--- src/rtl/slot_timer.sv ---
module slot_timer #(
  parameter int CLK_PER_US = 50,
  parameter int SCALE_W    = 4
) (
  input  logic               clk,
  input  logic               rst_n,
  input  logic               start,
  input  logic [1:0]         cmd,
  input  logic [SCALE_W-1:0] scale,
  input  logic               line_i,
  output logic               line_drive_o,
  output logic               busy,
  output logic               done,
  output logic               result
);
  localparam int PRE_W = (CLK_PER_US > 1) ? $clog2(CLK_PER_US) : 1;
  localparam int BASE_W = 10;
  localparam int CNT_W = BASE_W + SCALE_W;

  typedef enum logic [1:0] {IDLE, LOW, GAP, TAIL} phase_t;

  phase_t             ph;
  logic [1:0]         op;
  logic [SCALE_W-1:0] k;
  logic [CNT_W-1:0]   cnt;
  logic [PRE_W-1:0]   pre;
  logic               s1, s2, samp;
  logic               tick;

  function automatic logic [BASE_W-1:0] dur(input logic [1:0] c, input phase_t p);
    case (c)
      2'b00:   return (p == LOW) ? 10'd60  : 10'd5;
      2'b11:   return (p == LOW) ? 10'd500 : (p == GAP) ? 10'd70 : 10'd430;
      default: return (p == LOW) ? 10'd6   : (p == GAP) ? 10'd9  : 10'd55;
    endcase
  endfunction

  wire [SCALE_W-1:0] k_in = (scale == '0) ? SCALE_W'(1) : scale;

  assign tick         = (pre == PRE_W'(CLK_PER_US - 1));
  assign line_drive_o = (ph == LOW);
  assign busy         = (ph != IDLE);

  always_ff @(posedge clk or negedge rst_n) begin
    if (!rst_n) begin
      s1 <= 1'b1;
      s2 <= 1'b1;
    end else begin
      s1 <= line_i;
      s2 <= s1;
    end
  end

  always_ff @(posedge clk or negedge rst_n) begin
    if (!rst_n) begin
      ph     <= IDLE;
      op     <= 2'b00;
      k      <= '0;
      cnt    <= '0;
      pre    <= '0;
      samp   <= 1'b0;
      done   <= 1'b0;
      result <= 1'b0;
    end else begin
      done <= 1'b0;
      if (ph == IDLE) begin
        pre <= '0;
        if (start) begin
          op  <= cmd;
          k   <= k_in;
          ph  <= LOW;
          cnt <= CNT_W'(dur(cmd, LOW)) * CNT_W'(k_in);
        end
      end else begin
        pre <= tick ? '0 : pre + 1'b1;
        if (tick) begin
          if (cnt == CNT_W'(1)) begin
            case (ph)
              LOW: begin
                ph  <= GAP;
                cnt <= CNT_W'(dur(op, GAP)) * CNT_W'(k);
              end
              GAP: begin
                ph   <= TAIL;
                cnt  <= CNT_W'(dur(op, TAIL)) * CNT_W'(k);
                samp <= s2;
              end
              default: begin
                ph     <= IDLE;
                done   <= 1'b1;
                result <= op[1] ? samp : op[0];
              end
            endcase
          end else begin
            cnt <= cnt - 1'b1;
          end
        end
      end
    end
  end
endmodule

--- config.mk ---
export PLATFORM = sky130hd
export DESIGN_NAME = slot_timer
export DESIGN_NICKNAME = d
export VERILOG_FILES = /design/src/rtl/slot_timer.sv
export SDC_FILE = /design/constraint.sdc
export NUM_CORES = 1
export LEC_CHECK = 0
export ABC_CLOCK_PERIOD_IN_PS = 4500
export BUFFER_PORTS_ARGS = -buffer_cell sky130_fd_sc_hd__buf_2
export CAP_MARGIN = 20
export CORE_UTILIZATION = 45
export DETAILED_ROUTE_END_ITERATION = 6
export PLACE_DENSITY_LB_ADDON = 0.3
export SKIP_CTS_REPAIR_TIMING = 1
export SLEW_MARGIN = 0
export SYNTH_ARGS = -nofsm -noshare
export SYNTH_HDL_FRONTEND = slang
export SYNTH_SLANG_ARGS = --single-unit
--- constraint.sdc ---
create_clock -name clk -period 4.5 [get_ports clk]
set_input_delay 0.675 -clock clk [delete_from_list [all_inputs] [get_ports clk]]
set_output_delay 0.675 -clock clk [all_outputs]
set_load 0.02 [all_outputs]
-- Yosys cells after proc, flatten, opt, wreduce, memory -nomap -nowiden
Index checks and enable logic that the tools add are counted.
- RAM bits: 0
- bits in latches: 0
- memories kept: 0
- input bits: 10
- bits in registers: 33
- word-level logic and storage cells: 69
- output and inout port bits: 4
- bits in read-only memories: 0
- magnitude comparators: 0
- shifts and indexed selects: 0
- $mul: 3
- reduce and logical (&&, ||, !) cells: 13
- multiplexer cells: 31
- $add $sub $neg: 2
- bitwise operators: 2
- divide/modulo/power cells: 0
- equality and inequality tests: 8
- operators with widths (cell ; count):
    2-to-1 mux 10 bit ; 10
    2-to-1 mux 14 bit ; 4
    multiplier 10 x 4 -> 14 bit ; 3
    case mux 9 bit (2 select lines) ; 2
    case mux 14 bit (2 select lines) ; 1
    == test 14 x 1 -> 1 bit, second input constant ; 1
    case mux 7 bit (2 select lines) ; 1
    subtractor 14 x 1 -> 14 bit, second input constant ; 1
    2-to-1 mux 6 bit ; 2
    2-to-1 mux 2 bit ; 4
    AND reduction 4 bit ; 2
    adder 6 x 1 -> 6 bit, second input constant ; 1
    == test 2 bit, second input constant ; 3
    == test 6 bit, second input constant ; 1
    logical NOT 2 bit ; 3
    AND reduction 3 bit ; 2
    nonzero test 2 bit ; 3
    2-to-1 mux 1 bit ; 5
    logical NOT 4 bit ; 1
    2-to-1 mux 4 bit ; 1
    inequality test 4 x 3 -> 1 bit, second input constant ; 1
    case mux 2 bit (2 select lines) ; 1
    == test 2 x 1 -> 1 bit, second input constant ; 1
    inequality test 2 bit, second input constant ; 1
    other kinds (3) ; 4

-- Longest topological paths before layout
- depth in word-level cells: 11
- mapped depth: 16
- depth with buffers taken out: 16

-- Worst setup path before layout
No wires, ideal clock.
- path type: input-to-reg
- start: input cmd[0]
- end: register cnt[12]
- arrival time: 3.879 ns
- path slack: 0.498 ns
- stages: 14
- setup time: 0.123 ns
- required time: 4.377 ns
- path buffers: 0
- cells stage by stage: inv_1 -> ha_1 -> nor2b_1 -> inv_1 -> fa_1 -> fa_1 -> inv_1 -> ha_1 -> or3_1 -> o32a_1 -> a21o_1 -> a21oi_1 -> xnor2_1 -> o221a_2
- cells in the longest elaborated chain, start to end: 7
- elaborated cells on any way between the ends: 8
- classes of those cells: mul (1); eq/ne (1); mux (5); reduce/logical (1)
- ends and longest elaborated chain (item ; line ; source):
    start, declared ; 8 ; input logic [1:0] cmd,
    == test 2 bit or logical NOT 2 bit (tied branches) ; 31 ; case (c)
    case mux 9 bit (2 select lines) * ; 31 ;
    2-to-1 mux 10 bit * ; 68 ; if (start) begin
    2-to-1 mux 10 bit * ; 66 ; if (ph == IDLE) begin
    multiplier 10 x 4 -> 14 bit * ; 72 ; cnt <= CNT_W'(dur(cmd, LOW)) * CNT_W'(k_in);
    2-to-1 mux 14 bit * ; 68 ;
    2-to-1 mux 14 bit * ; 66 ;
    end signal, assigned ; 72 ;
    end signal, assigned ; 81 ; cnt <= CNT_W'(dur(op, GAP)) * CNT_W'(k);
    end signal, assigned ; 85 ; cnt <= CNT_W'(dur(op, TAIL)) * CNT_W'(k);
    end, declared ; 25 ; logic [CNT_W-1:0] cnt;
Every way passes the cells marked *; elsewhere a longest branch is shown, timed or not. The select of a mux whose other input is x is not followed.
A chain may end at the register's enable or synchronous reset.

-- Worst setup path in the final report
- start: register op[1]
- end: register cnt[13]
- cells in the longest elaborated chain, start to end: 11
- elaborated cells on any way between the ends: 18
- classes of those cells: mul (2); eq/ne (1); mux (14); reduce/logical (1)
- ends and longest elaborated chain (item ; line ; source):
    start, declared ; 23 ; logic [1:0] op;
    start signal, assigned ; 69 ; op <= cmd;
    == test 2 bit or logical NOT 2 bit (tied branches) ; 31 ;
    case mux 9 bit (2 select lines) or case mux 7 bit (2 select lines) (tied branches) ; 31 ;
    2-to-1 mux 10 bit ; 78 ; case (ph)
    2-to-1 mux 10 bit ; 77 ; if (cnt == CNT_W'(1)) begin
    2-to-1 mux 10 bit ; 76 ; if (tick) begin
    2-to-1 mux 10 bit ; 66 ;
    multiplier 10 x 4 -> 14 bit, on equally long branches ; 85, 81 ;
    case mux 14 bit (2 select lines) * ; 78 ;
    2-to-1 mux 14 bit * ; 77 ;
    2-to-1 mux 14 bit * ; 76 ;
    2-to-1 mux 14 bit * ; 66 ;
Marked as above.

==> out/qor.yml <==
boundaryPins: 14
crit_chain: "inv_1 -> ha_1 -> nand2_1 -> fa_1 -> fa_1 -> inv_1 -> ha_1 -> or4_1 -> o22a_1 -> a21o_1 -> a21oi_1 -> o21ai_1 -> o211a_1"
synth_edf_count: 0
hold_ws_ns: 0.360
layout_min_cycle_time_ns: 4.04
fin_setup_tns_ns: 0
path_max_fanout: 8
drtIter0Drc: 221
rsz0062_at_grt: "false"
r2r_start: "op[1]$_DFFE_PN0P_"
hp-class: "flop to flop"
ys_seq_area_share_pct: 19.5
grt_max_degree: 34
finalSetupViolations: 0
crit_type: "flop to flop"
diodes: 0
synth_adder_area_share_pct: 30.6
grt_overflow: 0
yosys.area.top_type_share_pct: 18.9
yosysMostFrequentCell: "inv_1"
cts_made_buffers: 5
synth_top_area_cell: "ha_1"
synthMuxAreaShare_pct: 1.36
firstDrtPassIters: 5
dpl.cell_count: 612
synth_ff_type: "dfrtp_1"
power_switching_mw: 0.214
critPathLaunch: "op[1]$_DFFE_PN0P_"
yosys_register_bits: 33
p_int_mw: 0.506
seqPwrFrac_pct: 41.4
die_w_um: 99.1
drive_gt1_share_pct: 6.68
ir_drop_mv: 0.134
cap_violations: 0
slew_headroom_pct: 49.3
synthXorXnorAreaFrac_pct: 5.36
finalCritPeriodShare_pct: 89.7
leakagePower_nw: 2.19
netlist_instances: 502
hold_path_startpoint: "s1$_DFF_PN1_"
grt_pass1_wl_um: 16300
critical_path.max_stage_delay_ns: 0.54
synthDistinctLibCells: 57
dp_hpwl_um: 7950
wirelength_um: 9790
drt-vias-per-instance: 5.64
ff_latch_area_um2: 828
grt_pass1_vias: 3389
final_max_slew_viol_count: 0
finClkSkew_ns: 0.00473
die_h_um: 99.1
num-nets-final: 607
yosysWarnings: 0
ant_nets: 0
crit_slowest_cell: "fa_1"
start_kind: "flop"
synth_top_family_by_area: "adder cells"
combPwrFrac_pct: 23.1
avgSynthCellArea_um2: 8.46
power_switching_share_pct: 29.8
critPathBufInv: 2
root_buffer: "clkbuf_8"
die_area_um2: 9830
cpLargestDelayFamily: "adder cells"
initial_core_util_pct: 46.2
power_frac_clock_pct: 35.5
drcViolationCount: 0
synth_area_leaders: "ha_1 (19%), dfrtp_1 (18%), fa_1 (12%)"
antenna_found_initial: 0
synth_compound_area_share_pct: 17.6
power.density_nw_per_um2: 161
status: "completed"
drt-wirelength-per-cell_um: 15.8
io_buffers: 13
multiInputGateArea_um2: 3080
cts_tree: "yes"
cts.sinks: 33
cp_data_arrival_time_ns: 4.22
placed_area_um2: 4380
rows: 35
synth-simple-area-share_pct: 17.6
cts_htree_levels: 2
power.total_mw: 0.720
clock_latency_ns: 0.30
crit_required_ns: 4.69
clock.fmax_ghz: 0.248
core_um2: 9200
synth_common_cells: "inv_1 (69), ha_1 (64), nand2_1 (44)"
worstMarginPinSlew_ns: 0.761
synth_nets: 601
clkSlewWorstSetupHoldPaths_ns: 0.07
final_cells: 620
syn-cell-area_um2: 4250
stdcell_area_um2: 4480
synthToLayoutAreaGrowth_pct: 5.60
gp_congestion: 0.884
hold_violations: 0
grt_usage_pct: 21.0
end_kind: "flop"
fillers: 895
cts_max_path_buffers: 2
routed-via-count: 3494
postSynth.asyncResetShare_pct: 100
cell type report:
class | instances | share of cell area [%]
Clock buffer | 7 | 2.15
Inverter | 69 | 5.78
Clock inverter | 1 | 0.112
Tap cell | 111 | 3.10
Sequential cell | 33 | 18.5
Timing Repair Buffer | 14 | 1.62
Multi-Input combinational cell | 385 | 68.8
registers in the layout, indices dropped and copies added (netlist names):
signal,cells
result,1
s2,1
cnt,14
done,1
pre,6
ph,2
s1,1
op,2
samp,1
k,4
power by group through the flow:
stage	logic (mW)	clock network, mW	registers (mW)
floorplan	0.125	0	0.304
global placement	0.164	0	0.304
detailed placement	0.166	0	0.304
CTS	0.168	0.258	0.298
global route	0.191	0.271	0.298
finish	0.166	0.255	0.298
through the flow:
stage          util [%]  setup WS (ns)
2_1_floorplan         -          0.498
3_3_place_gp       47.7          0.260
3_5_place_dp       47.7          0.185
4_1_cts            48.8          0.499
5_1_grt            48.8          0.210
6_report           48.8          0.463
kinds of logic (layout without fill, tap and decap cells):
| kind of cell | after synthesis | after routing |
|---|---|---|
| fa+ha+maj | 89 | 89 |
| flops | 33 | 33 |
| other cells | 1 | 1 |
| buf+inv | 84 | 91 |
| compound gates | 110 | 110 |
| mux | 5 | 5 |
| simple gates | 154 | 154 |
| xor+xnor | 26 | 26 |
worst paths after layout:
kind	to	slack (ns)	depth (start not counted)
worst max-delay path	cnt[13]$_DFFE_PN0P_	0.46	13
worst min-delay path	s2$_DFF_PN1_	0.36	0
worst max register to register	cnt[13]$_DFFE_PN0P_	0.46	13
worst min register to register	s2$_DFF_PN1_	0.36	0
max in group asynchronous	pre[0]$_DFF_PN0_	3.56	1
min in group asynchronous	ph[0]$_DFFE_PN0P_	0.45	1
cell usage in the layout, fill, tap and decap left out, types with 3 or more instances in the layout:
master    count
nor2b_1       8
or3_1         3
nand2b_1     11
xor2_1       11
nor3_1       12
xnor2_1      15
o31ai_1       5
a22oi_1       4
nor2_1       43
a31oi_1       3
o21ai_0      32
nor4_1        4
fa_1         25
and2_1       11
o21a_1        9
a21oi_1      11
buf_2        13
inv_1        69
a311oi_1      3
dfrtp_1      31
clkbuf_8      7
or4_1         3
nand2_1      44
ha_1         64
nand3_1       8
a211oi_1     14
a21o_1        6
o211ai_1      3
worst register-to-register path: cells and delay by family (launching register included):
family          cells  cell delay [ns]
flops               1             0.42
fa+ha+maj           4             1.74
compound gates      5             0.99
simple gates        2             0.64
buf+inv             2             0.14
routing by layer:
layer	global-route usage, %	up-vias	wire length, um	part of all wire [%]
met5	0	-	0	0
met4	5.32	0	182	1.9
met3	3.09	24	403	4.1
met2	34.6	85	4590	47
met1	29.2	1660	4620	47
li1	-	1725	-	-
(Power assumes the default switching activity.)
